## config.mk

```make
export PLATFORM = sky130hd
export DESIGN_NAME = cbz_engine
export DESIGN_NICKNAME = d
export VERILOG_FILES = /design/src/rtl/cbz_pkg.sv /design/src/rtl/cbz_addr_align.sv /design/src/rtl/cbz_beat_seq.sv /design/src/rtl/cbz_ctrl.sv /design/src/rtl/cbz_engine.sv
export SDC_FILE = /design/constraint.sdc
export NUM_CORES = 1
export LEC_CHECK = 0
export BUFFER_PORTS_ARGS = -buffer_cell sky130_fd_sc_hd__clkbuf_2
export CORE_UTILIZATION = 46
export CTS_CLUSTER_DIAMETER = 80
export DETAILED_ROUTE_END_ITERATION = 10
export PLACE_DENSITY = 0.91
export SLEW_MARGIN = 20
export SYNTH_ARGS = -nofsm -noshare
export SYNTH_HDL_FRONTEND = slang
export SYNTH_SLANG_ARGS = --single-unit
```

## constraint.sdc

```tcl
create_clock -name clk -period 4.9 [get_ports clk]
set_input_delay 0 -clock clk [delete_from_list [all_inputs] [get_ports clk]]
set_output_delay 0 -clock clk [all_outputs]
set_load 0.01 [all_outputs]
```

## src/rtl/cbz_pkg.sv

```systemverilog
package cbz_pkg;
  typedef enum logic [2:0] {
    ST_IDLE,
    ST_PROBE,
    ST_WAIT,
    ST_WRITE,
    ST_DONE,
    ST_FAULT
  } cbz_state_e;
endpackage

```

## src/rtl/cbz_addr_align.sv

```systemverilog
module cbz_addr_align #(
  parameter int ADDR_W      = 32,
  parameter int BLOCK_BYTES = 64
) (
  input  logic [ADDR_W-1:0] addr_in,
  output logic [ADDR_W-1:0] base_out
);
  localparam logic [ADDR_W-1:0] LOW_MASK = ADDR_W'(BLOCK_BYTES - 1);

  // Clear the offset-within-block bits; misalignment is never an error.
  always_comb base_out = addr_in & ~LOW_MASK;
endmodule

```

## src/rtl/cbz_beat_seq.sv

```systemverilog
module cbz_beat_seq #(
  parameter int ADDR_W      = 32,
  parameter int BLOCK_BYTES = 64,
  parameter int DATA_BYTES  = 8
) (
  input  logic                  clk,
  input  logic                  rst_n,
  input  logic                  clear,
  input  logic                  advance,
  input  logic                  io_mode,
  input  logic [ADDR_W-1:0]     base,
  output logic [ADDR_W-1:0]     beat_addr,
  output logic [DATA_BYTES-1:0] beat_strb,
  output logic                  beat_last
);
  localparam int CNT_W  = $clog2(BLOCK_BYTES);
  localparam int BEATS  = BLOCK_BYTES / DATA_BYTES;
  localparam int LANE_W = $clog2(DATA_BYTES);

  logic [CNT_W-1:0]  cnt_q;
  logic [ADDR_W-1:0] offset;

  always_ff @(posedge clk or negedge rst_n) begin
    if (!rst_n)       cnt_q <= '0;
    else if (clear)   cnt_q <= '0;
    else if (advance) cnt_q <= cnt_q + 1'b1;
  end

  always_comb begin
    if (io_mode) offset = ADDR_W'(cnt_q);
    else         offset = ADDR_W'(cnt_q) << LANE_W;
    beat_addr = base + offset;
    beat_last = io_mode ? (cnt_q == CNT_W'(BLOCK_BYTES - 1))
                        : (cnt_q == CNT_W'(BEATS - 1));
  end

  generate
    if (DATA_BYTES > 1) begin : g_lanes
      logic [LANE_W-1:0] lane;
      always_comb begin
        lane      = beat_addr[LANE_W-1:0];
        beat_strb = io_mode ? (DATA_BYTES'(1) << lane) : '1;
      end
    end else begin : g_single
      always_comb beat_strb = 1'b1;
    end
  endgenerate
endmodule

```

## src/rtl/cbz_ctrl.sv

```systemverilog
module cbz_ctrl
  import cbz_pkg::*;
#(
  parameter int CAUSE_W = 4
) (
  input  logic               clk,
  input  logic               rst_n,
  input  logic               req_valid,
  input  logic               probe_ready,
  input  logic               probe_rsp_valid,
  input  logic               probe_rsp_fault,
  input  logic               probe_rsp_io,
  input  logic [CAUSE_W-1:0] probe_rsp_cause,
  input  logic               wr_ready,
  input  logic               beat_last,
  output logic               req_ready,
  output logic               accept,
  output logic               probe_valid,
  output logic               wr_valid,
  output logic               advance,
  output logic               io_mode,
  output logic               done,
  output logic               fault,
  output logic [CAUSE_W-1:0] fault_cause
);
  cbz_state_e        state_q, state_d;
  logic              io_q;
  logic [CAUSE_W-1:0] cause_q;

  always_comb begin
    state_d = state_q;
    unique case (state_q)
      ST_IDLE:  if (req_valid)   state_d = ST_PROBE;
      ST_PROBE: if (probe_ready) state_d = ST_WAIT;
      ST_WAIT:  if (probe_rsp_valid)
                  state_d = probe_rsp_fault ? ST_FAULT : ST_WRITE;
      ST_WRITE: if (wr_ready && beat_last) state_d = ST_DONE;
      ST_DONE:  state_d = ST_IDLE;
      ST_FAULT: state_d = ST_IDLE;
      default:  state_d = ST_IDLE;
    endcase
  end

  always_ff @(posedge clk or negedge rst_n) begin
    if (!rst_n) begin
      state_q <= ST_IDLE;
      io_q    <= 1'b0;
      cause_q <= '0;
    end else begin
      state_q <= state_d;
      if (state_q == ST_WAIT && probe_rsp_valid) begin
        io_q <= probe_rsp_io;
        if (probe_rsp_fault) cause_q <= probe_rsp_cause;
      end
    end
  end

  always_comb begin
    req_ready   = (state_q == ST_IDLE);
    accept      = req_ready && req_valid;
    probe_valid = (state_q == ST_PROBE);
    wr_valid    = (state_q == ST_WRITE);
    advance     = wr_valid && wr_ready;
    done        = (state_q == ST_DONE);
    fault       = (state_q == ST_FAULT);
    io_mode     = io_q;
    fault_cause = cause_q;
  end
endmodule

```

## src/rtl/cbz_engine.sv

```systemverilog
module cbz_engine #(
  parameter int ADDR_W      = 32,
  parameter int BLOCK_BYTES = 64,
  parameter int DATA_BYTES  = 8,
  parameter int CAUSE_W     = 4
) (
  input  logic                    clk,
  input  logic                    rst_n,
  input  logic                    req_valid,
  output logic                    req_ready,
  input  logic [ADDR_W-1:0]       req_addr,
  output logic                    probe_valid,
  input  logic                    probe_ready,
  output logic [ADDR_W-1:0]       probe_addr,
  output logic [ADDR_W-1:0]       probe_len,
  input  logic                    probe_rsp_valid,
  input  logic                    probe_rsp_fault,
  input  logic                    probe_rsp_io,
  input  logic [CAUSE_W-1:0]      probe_rsp_cause,
  output logic                    wr_valid,
  input  logic                    wr_ready,
  output logic [ADDR_W-1:0]       wr_addr,
  output logic [8*DATA_BYTES-1:0] wr_data,
  output logic [DATA_BYTES-1:0]   wr_strb,
  output logic                    wr_byte,
  output logic                    done,
  output logic                    fault,
  output logic [CAUSE_W-1:0]      fault_cause
);
  logic [ADDR_W-1:0] aligned, base_q;
  logic              accept, advance, io_mode, beat_last;

  cbz_addr_align #(.ADDR_W(ADDR_W), .BLOCK_BYTES(BLOCK_BYTES)) u_align (
    .addr_in (req_addr),
    .base_out(aligned)
  );

  always_ff @(posedge clk or negedge rst_n) begin
    if (!rst_n)      base_q <= '0;
    else if (accept) base_q <= aligned;
  end

  cbz_ctrl #(.CAUSE_W(CAUSE_W)) u_ctrl (
    .clk            (clk),
    .rst_n          (rst_n),
    .req_valid      (req_valid),
    .probe_ready    (probe_ready),
    .probe_rsp_valid(probe_rsp_valid),
    .probe_rsp_fault(probe_rsp_fault),
    .probe_rsp_io   (probe_rsp_io),
    .probe_rsp_cause(probe_rsp_cause),
    .wr_ready       (wr_ready),
    .beat_last      (beat_last),
    .req_ready      (req_ready),
    .accept         (accept),
    .probe_valid    (probe_valid),
    .wr_valid       (wr_valid),
    .advance        (advance),
    .io_mode        (io_mode),
    .done           (done),
    .fault          (fault),
    .fault_cause    (fault_cause)
  );

  cbz_beat_seq #(
    .ADDR_W(ADDR_W), .BLOCK_BYTES(BLOCK_BYTES), .DATA_BYTES(DATA_BYTES)
  ) u_seq (
    .clk      (clk),
    .rst_n    (rst_n),
    .clear    (accept),
    .advance  (advance),
    .io_mode  (io_mode),
    .base     (base_q),
    .beat_addr(wr_addr),
    .beat_strb(wr_strb),
    .beat_last(beat_last)
  );

  always_comb begin
    probe_addr = base_q;
    probe_len  = ADDR_W'(BLOCK_BYTES);
    wr_data    = '0;
    wr_byte    = io_mode;
  end
endmodule

```

Word level (Yosys, flattened, before mapping)
Cells that the tools add are included.

Add/sub/neg operators: 2. Eq/ne operators: 11. Shift operators: 1. Mux-type cells: 11. Reduce and logical (&&, ||, !) cells: 8.

Operators by type and width (count): $add A32 B9 Y32 (1); $mux W3 (5); $mux W6 (2); $pmux W3 S4 (1); $mux W9 (1); $mux W8 (1); $shl A1 B3 Y8 const A (1); $add A6 B1 Y6 const B (1); $eq A3 B2 Y1 const B (2); $eq A3 B3 Y1 const B (2); $eq A6 B3 Y1 const B (1); $eq A6 B6 Y1 const B (1); $logic_and A1 B1 Y1 (4); $ne A2 B1 Y1 const B (2); $ne A2 B2 Y1 const B (2); $reduce_and A4 Y1 (1); $eq A3 B1 Y1 const B (1); $logic_not A3 Y1 (1); $reduce_and A2 Y1 (1); $reduce_bool A2 Y1 (1); $mux W1 (1).

Flip-flop bits (word level): 40. Input port bits: 44. Output and inout port bits: 178.

Longest topological paths before layout
Depth after elaboration: 5. Mapped depth: 10. Depth with buffers taken out: 9.

Modules after synthesis
A second synthesis with hierarchy kept.

Cell total of the unflattened synthesis: 411. Area total of the unflattened synthesis: 4180.3 sq um.

Modules (own cells, without submodules): cbz_engine (times used 1, cells each 166, area each 2073.2 sq um, sequential area each 800.8 sq um); cbz_beat_seq (times used 1, cells each 173, area each 1428.9 sq um, sequential area each 150.1 sq um); cbz_ctrl (times used 1, cells each 39, area each 434.2 sq um, sequential area each 200.2 sq um); cbz_addr_align (times used 1, cells each 33, area each 244.0 sq um, sequential area each 0.0 sq um).

Least setup slack after synthesis
OpenSTA, ideal clock, no wires.

Kind: reg-to-output. Start point: register u_ctrl.io_q (netlist: u_ctrl.io_mode). End point: output wr_addr[17]. Data arrival time: 2.395 ns. Data required time: 4.900 ns. Path slack: 2.505 ns. Cell stages (with the launch flop): 9. Buffers on the path: 1. Path through: dfrtp_1 inv_1 ha_1 ha_1 a21o_1 a21oi_1 clkbuf_1 nor4_1 xor2_1.

Cells in the longest elaborated chain, start to end: 2.

Ends and longest elaborated chain: start: declaration (RTL line cbz_ctrl.sv:27) `logic io_q;`; start signal: assignment (RTL line cbz_ctrl.sv:52) `io_q <= probe_rsp_io;`; $mux W9 (RTL line cbz_beat_seq.sv:30) `if (io_mode) offset = ADDR_W'(cnt_q);`; $add A32 B9 Y32 (RTL line cbz_beat_seq.sv:32) `beat_addr = base + offset;`; end: declaration (RTL line cbz_engine.sv:22) `output logic [ADDR_W-1:0] wr_addr,`.

No other way between the ends.

Final worst setup path
Ends and elaborated chain as after synthesis.

==> impl_metrics.env <==
export IMPL_final_common_cell="clkbuf_2"
export IMPL_cp_num_buf_inv=2
export IMPL_rows=30
export IMPL_vias=2573
export IMPL_hp_start="probe_rsp_fault"
export IMPL_ys_types=45
export IMPL_slew_violations=0
export IMPL_yosysSeqAreaShare=0.307
export IMPL_crit_arrival_ns=3.08
export IMPL_clock_sinks=40
export IMPL_die_area_um2=7420
export IMPL_period_share=0.628
export IMPL_hold_viol=0
export IMPL_drtIter0Drc=41
export IMPL_via_per_inst=4.49
export IMPL_startpoint="u_ctrl.io_mode$_DFFE_PN0P_"
export IMPL_slew_headroom=0.308
export IMPL_synthMuxAreaShare=0.107
export IMPL_dp_cells=532
export IMPL_die_w_um=86.1
export IMPL_cp_slowest_cell="a21oi_2"
export IMPL_worst_r2r_endpoint="u_ctrl.state_q[0]$_DFFE_PN0P_"
export IMPL_worstPathMaxFanout=16
export IMPL_end_kind="output pin"
export IMPL_grt_max_degree=41
export IMPL_initial_core_util=0.477
export IMPL_hold_path_class="input port to flop"
export IMPL_cp_depth=8
export IMPL_drcViolationCount=0
export IMPL_fillers=593
export IMPL_p_leak_nw=2.06
export IMPL_synth_seq_cells=40
export IMPL_hpwl_mm=5.10
export IMPL_syn_area_um2=3260
export IMPL_async_flop_share=1.00
export IMPL_cts_root_buffer="clkbuf_8"
export IMPL_synth_adder_area_share=0.0331
export IMPL_io_buffer_count=113
export IMPL_cp_required_ns=4.90
export IMPL_clkLatencyLatePin_ns=0.29
export IMPL_tns_ns=0
export IMPL_max_stage_delay_ns=0.77
export IMPL_reg2reg_slack_ns=2.88
export IMPL_ff2ff_path_depth=6
export IMPL_synthXorXnorAreaFrac=0.0726
export IMPL_cts_tree="done"
export IMPL_cp_endpoint="wr_addr[17]"
export IMPL_crit_chain="inv_1 > ha_1 > ha_1 > a21o_1 > a21oi_2 > nor4_1 > xor2_1 > clkbuf_2"
export IMPL_synth_compound_area_frac=0.0380
export IMPL_mostFrequentLayoutCells="clkbuf_2, conb_1, dfrtp_1, dlygate4sd3_1, mux2_2"
export IMPL_area_growth_pct=20.9
export IMPL_syn_avg_cell_area_um2=9.69
export IMPL_die_y_um=86.1
export IMPL_gr_usage_all_layers=0.195
export IMPL_antenna_found_initial=0
export IMPL_rsz0062_at_grt="no"
export IMPL_core_area_um2=6830
export IMPL_place_congestion=0.761
export IMPL_avgRoutedWirePerCell_um=12.8
export IMPL_critPathLaunchType="flop"
export IMPL_grt_pass1_vias=2407
export IMPL_drv_cap=0
export IMPL_instances_no_fill=573
export IMPL_r2r_start="u_ctrl.io_mode$_DFFE_PN0P_"
export IMPL_fin_nets=528
export IMPL_crit_top_cell="ha_1"
export IMPL_max_freq_mhz=325
export IMPL_synth_simple_area_share=0.173
export IMPL_pin_count=222
export IMPL_cts_clk_slew_worst_paths_ns=0.08
export IMPL_post_route_min_period_ns=3.08
export IMPL_dr_pass1_iters=4
export IMPL_final_core_util=0.576
export IMPL_setup_viol=0
export IMPL_grt_first_pass_wirelength_mm=11.3
export IMPL_powerDensity_nw_per_um2=509
export IMPL_peakVddDrop_mv=0.396
export IMPL_ant_nets=0
export IMPL_h_tree_depth=2
export IMPL_status="complete, no violations"
export IMPL_synth_top_family_by_area="buffers and inverters"
export IMPL_synthFlopType="dfrtp_1"
export IMPL_worst_slew_pin_slew_ns=1.04
export IMPL_finalWirelength_mm=7.34
export IMPL_fin_skew_ns=0.00987
export IMPL_cts_resized=0
export IMPL_clock_path_buffers=2
export IMPL_cp_top_family="compound AO/OA/AOI/OAI gates"
export IMPL_synth_edf_count=0
export IMPL_numCtsBuffers=5
export IMPL_drive_gt1_frac=0.348
export IMPL_n_antenna_cell=0
export IMPL_worstSetupPathType="flop to output pin"
export IMPL_syn_instance_count=336
export IMPL_grt_ovfl_total=0
export IMPL_ys_warn_count=0
==> sequential cells by signal (all words and copies together) (netlist names) <==
name,flops
probe_addr,26
u_ctrl.io_mode,1
u_ctrl.state_q,3
u_seq.cnt_q,6
u_ctrl.fault_cause,4
==> power breakdown <==
group	leakage (nW)	switching (W)	internal, W	total, W
combinational	1.52	0.000536	0.000482	0.00102
sequential	0.488	0.000235	0.000480	0.000715
clock	0.0552	0.000117	0.000151	0.000268
total	2.06	0.000887	0.00111	0.00200
==> through the flow <==
stage / hold WS [ns] / cell area, µm² / setup WS (ns) / total power (W)
global placement: 0.207 / 3500 / 2.16 / 0.00166
finish: 0.00570 / 3940 / 1.82 / 0.00200
CTS: 0.000294 / 3940 / 1.77 / 0.00200
global route: 0.0136 / 3940 / 1.55 / 0.00215
detailed placement: 0.213 / 3500 / 2.10 / 0.00171
floorplan: -0.296 / 3630 / 2.51 / 0.00134
==> area by class of cell <==
cell class,instances,area [µm²],area share
Sequential cell,40,1000,0.254
Clock buffer,6,72.6,0.0184
Tap cell,96,120,0.0305
Multi-Input combinational cell,273,1770,0.449
Timing Repair Buffer,148,911,0.231
Clock inverter,2,35.0,0.00890
Inverter,8,30.0,0.00763
==> how the worst min path moves through the flow <==
| stage | slack (ns) | cells after the start | to |
|---|---|---|---|
| 6_report | 0.006 | 3 | u_ctrl.state_q[2]$_DFFE_PN0P_ |
| 5_1_grt | 0.01 | 3 | u_ctrl.state_q[2]$_DFFE_PN0P_ |
| 4_1_cts | 0.0003 | 3 | u_ctrl.state_q[2]$_DFFE_PN0P_ |
| 3_5_place_dp | 0.21 | 3 | probe_addr[13]$_DFFE_PN0P_ |
| 3_3_place_gp | 0.21 | 1 | u_seq.cnt_q[0]$_DFFE_PN0P_ |
| 2_1_floorplan | -0.30 | 0 | probe_addr[10]$_DFFE_PN0P_ |
==> tightest hold or removal path, cell delays in order <==
cell and delay, ns:
clkbuf_2 0.09, nor2_1 0.12, nor3_1 0.06
==> cell usage after synthesis, types with 3 or more instances <==
| master | count | area, µm² |
|---|---|---|
| o21ai_0 | 12 | 60.1 |
| nor3b_1 | 3 | 22.5 |
| xnor2_1 | 5 | 43.8 |
| xor2_1 | 22 | 193 |
| and4_1 | 3 | 26.3 |
| nor2_1 | 10 | 37.5 |
| nand2_1 | 20 | 75.1 |
| mux2_2 | 31 | 349 |
| clkbuf_1 | 10 | 37.5 |
| nor3_1 | 8 | 40.0 |
| nor4_1 | 3 | 18.8 |
| nand2b_1 | 3 | 18.8 |
| inv_1 | 8 | 30.0 |
| and2_1 | 4 | 25.0 |
| dfrtp_1 | 40 | 1000 |
| nand3_1 | 4 | 20.0 |
| a21oi_1 | 5 | 25.0 |
| buf_4 | 102 | 766 |
| nor3_2 | 3 | 30.0 |
| ha_1 | 7 | 87.6 |
==> cells by family (layout without fill, tap and decap cells) <==
| family | after synthesis | count (layout) |
|---|---|---|
| buffers and inverters | 123 | 164 |
| DFF | 40 | 40 |
| muxes | 31 | 31 |
| adders and majority gates | 8 | 8 |
| AOI/OAI and AO/OA | 22 | 22 |
| other | 2 | 102 |
| xor gates and xnor gates | 27 | 27 |
| and+or+nand+nor | 83 | 83 |
==> metal layers <==
metal / vias up / share of wire / track usage
li1: 1200 / - / -
met1: 1223 / 0.37 / 0.213
met2: 137 / 0.55 / 0.363
met3: 13 / 0.063 / 0.0462
met4: 0 / 0.021 / 0.0712
met5: - / 0 / 0
==> repair_timing <==
action | 4_1_cts | 5_1_grt
hold endpoints to repair | 72 | 0
setup buffers | 0 | 0
hold buffers | 33 | 0
No activity file was read; power rests on OpenSTA's default activity.
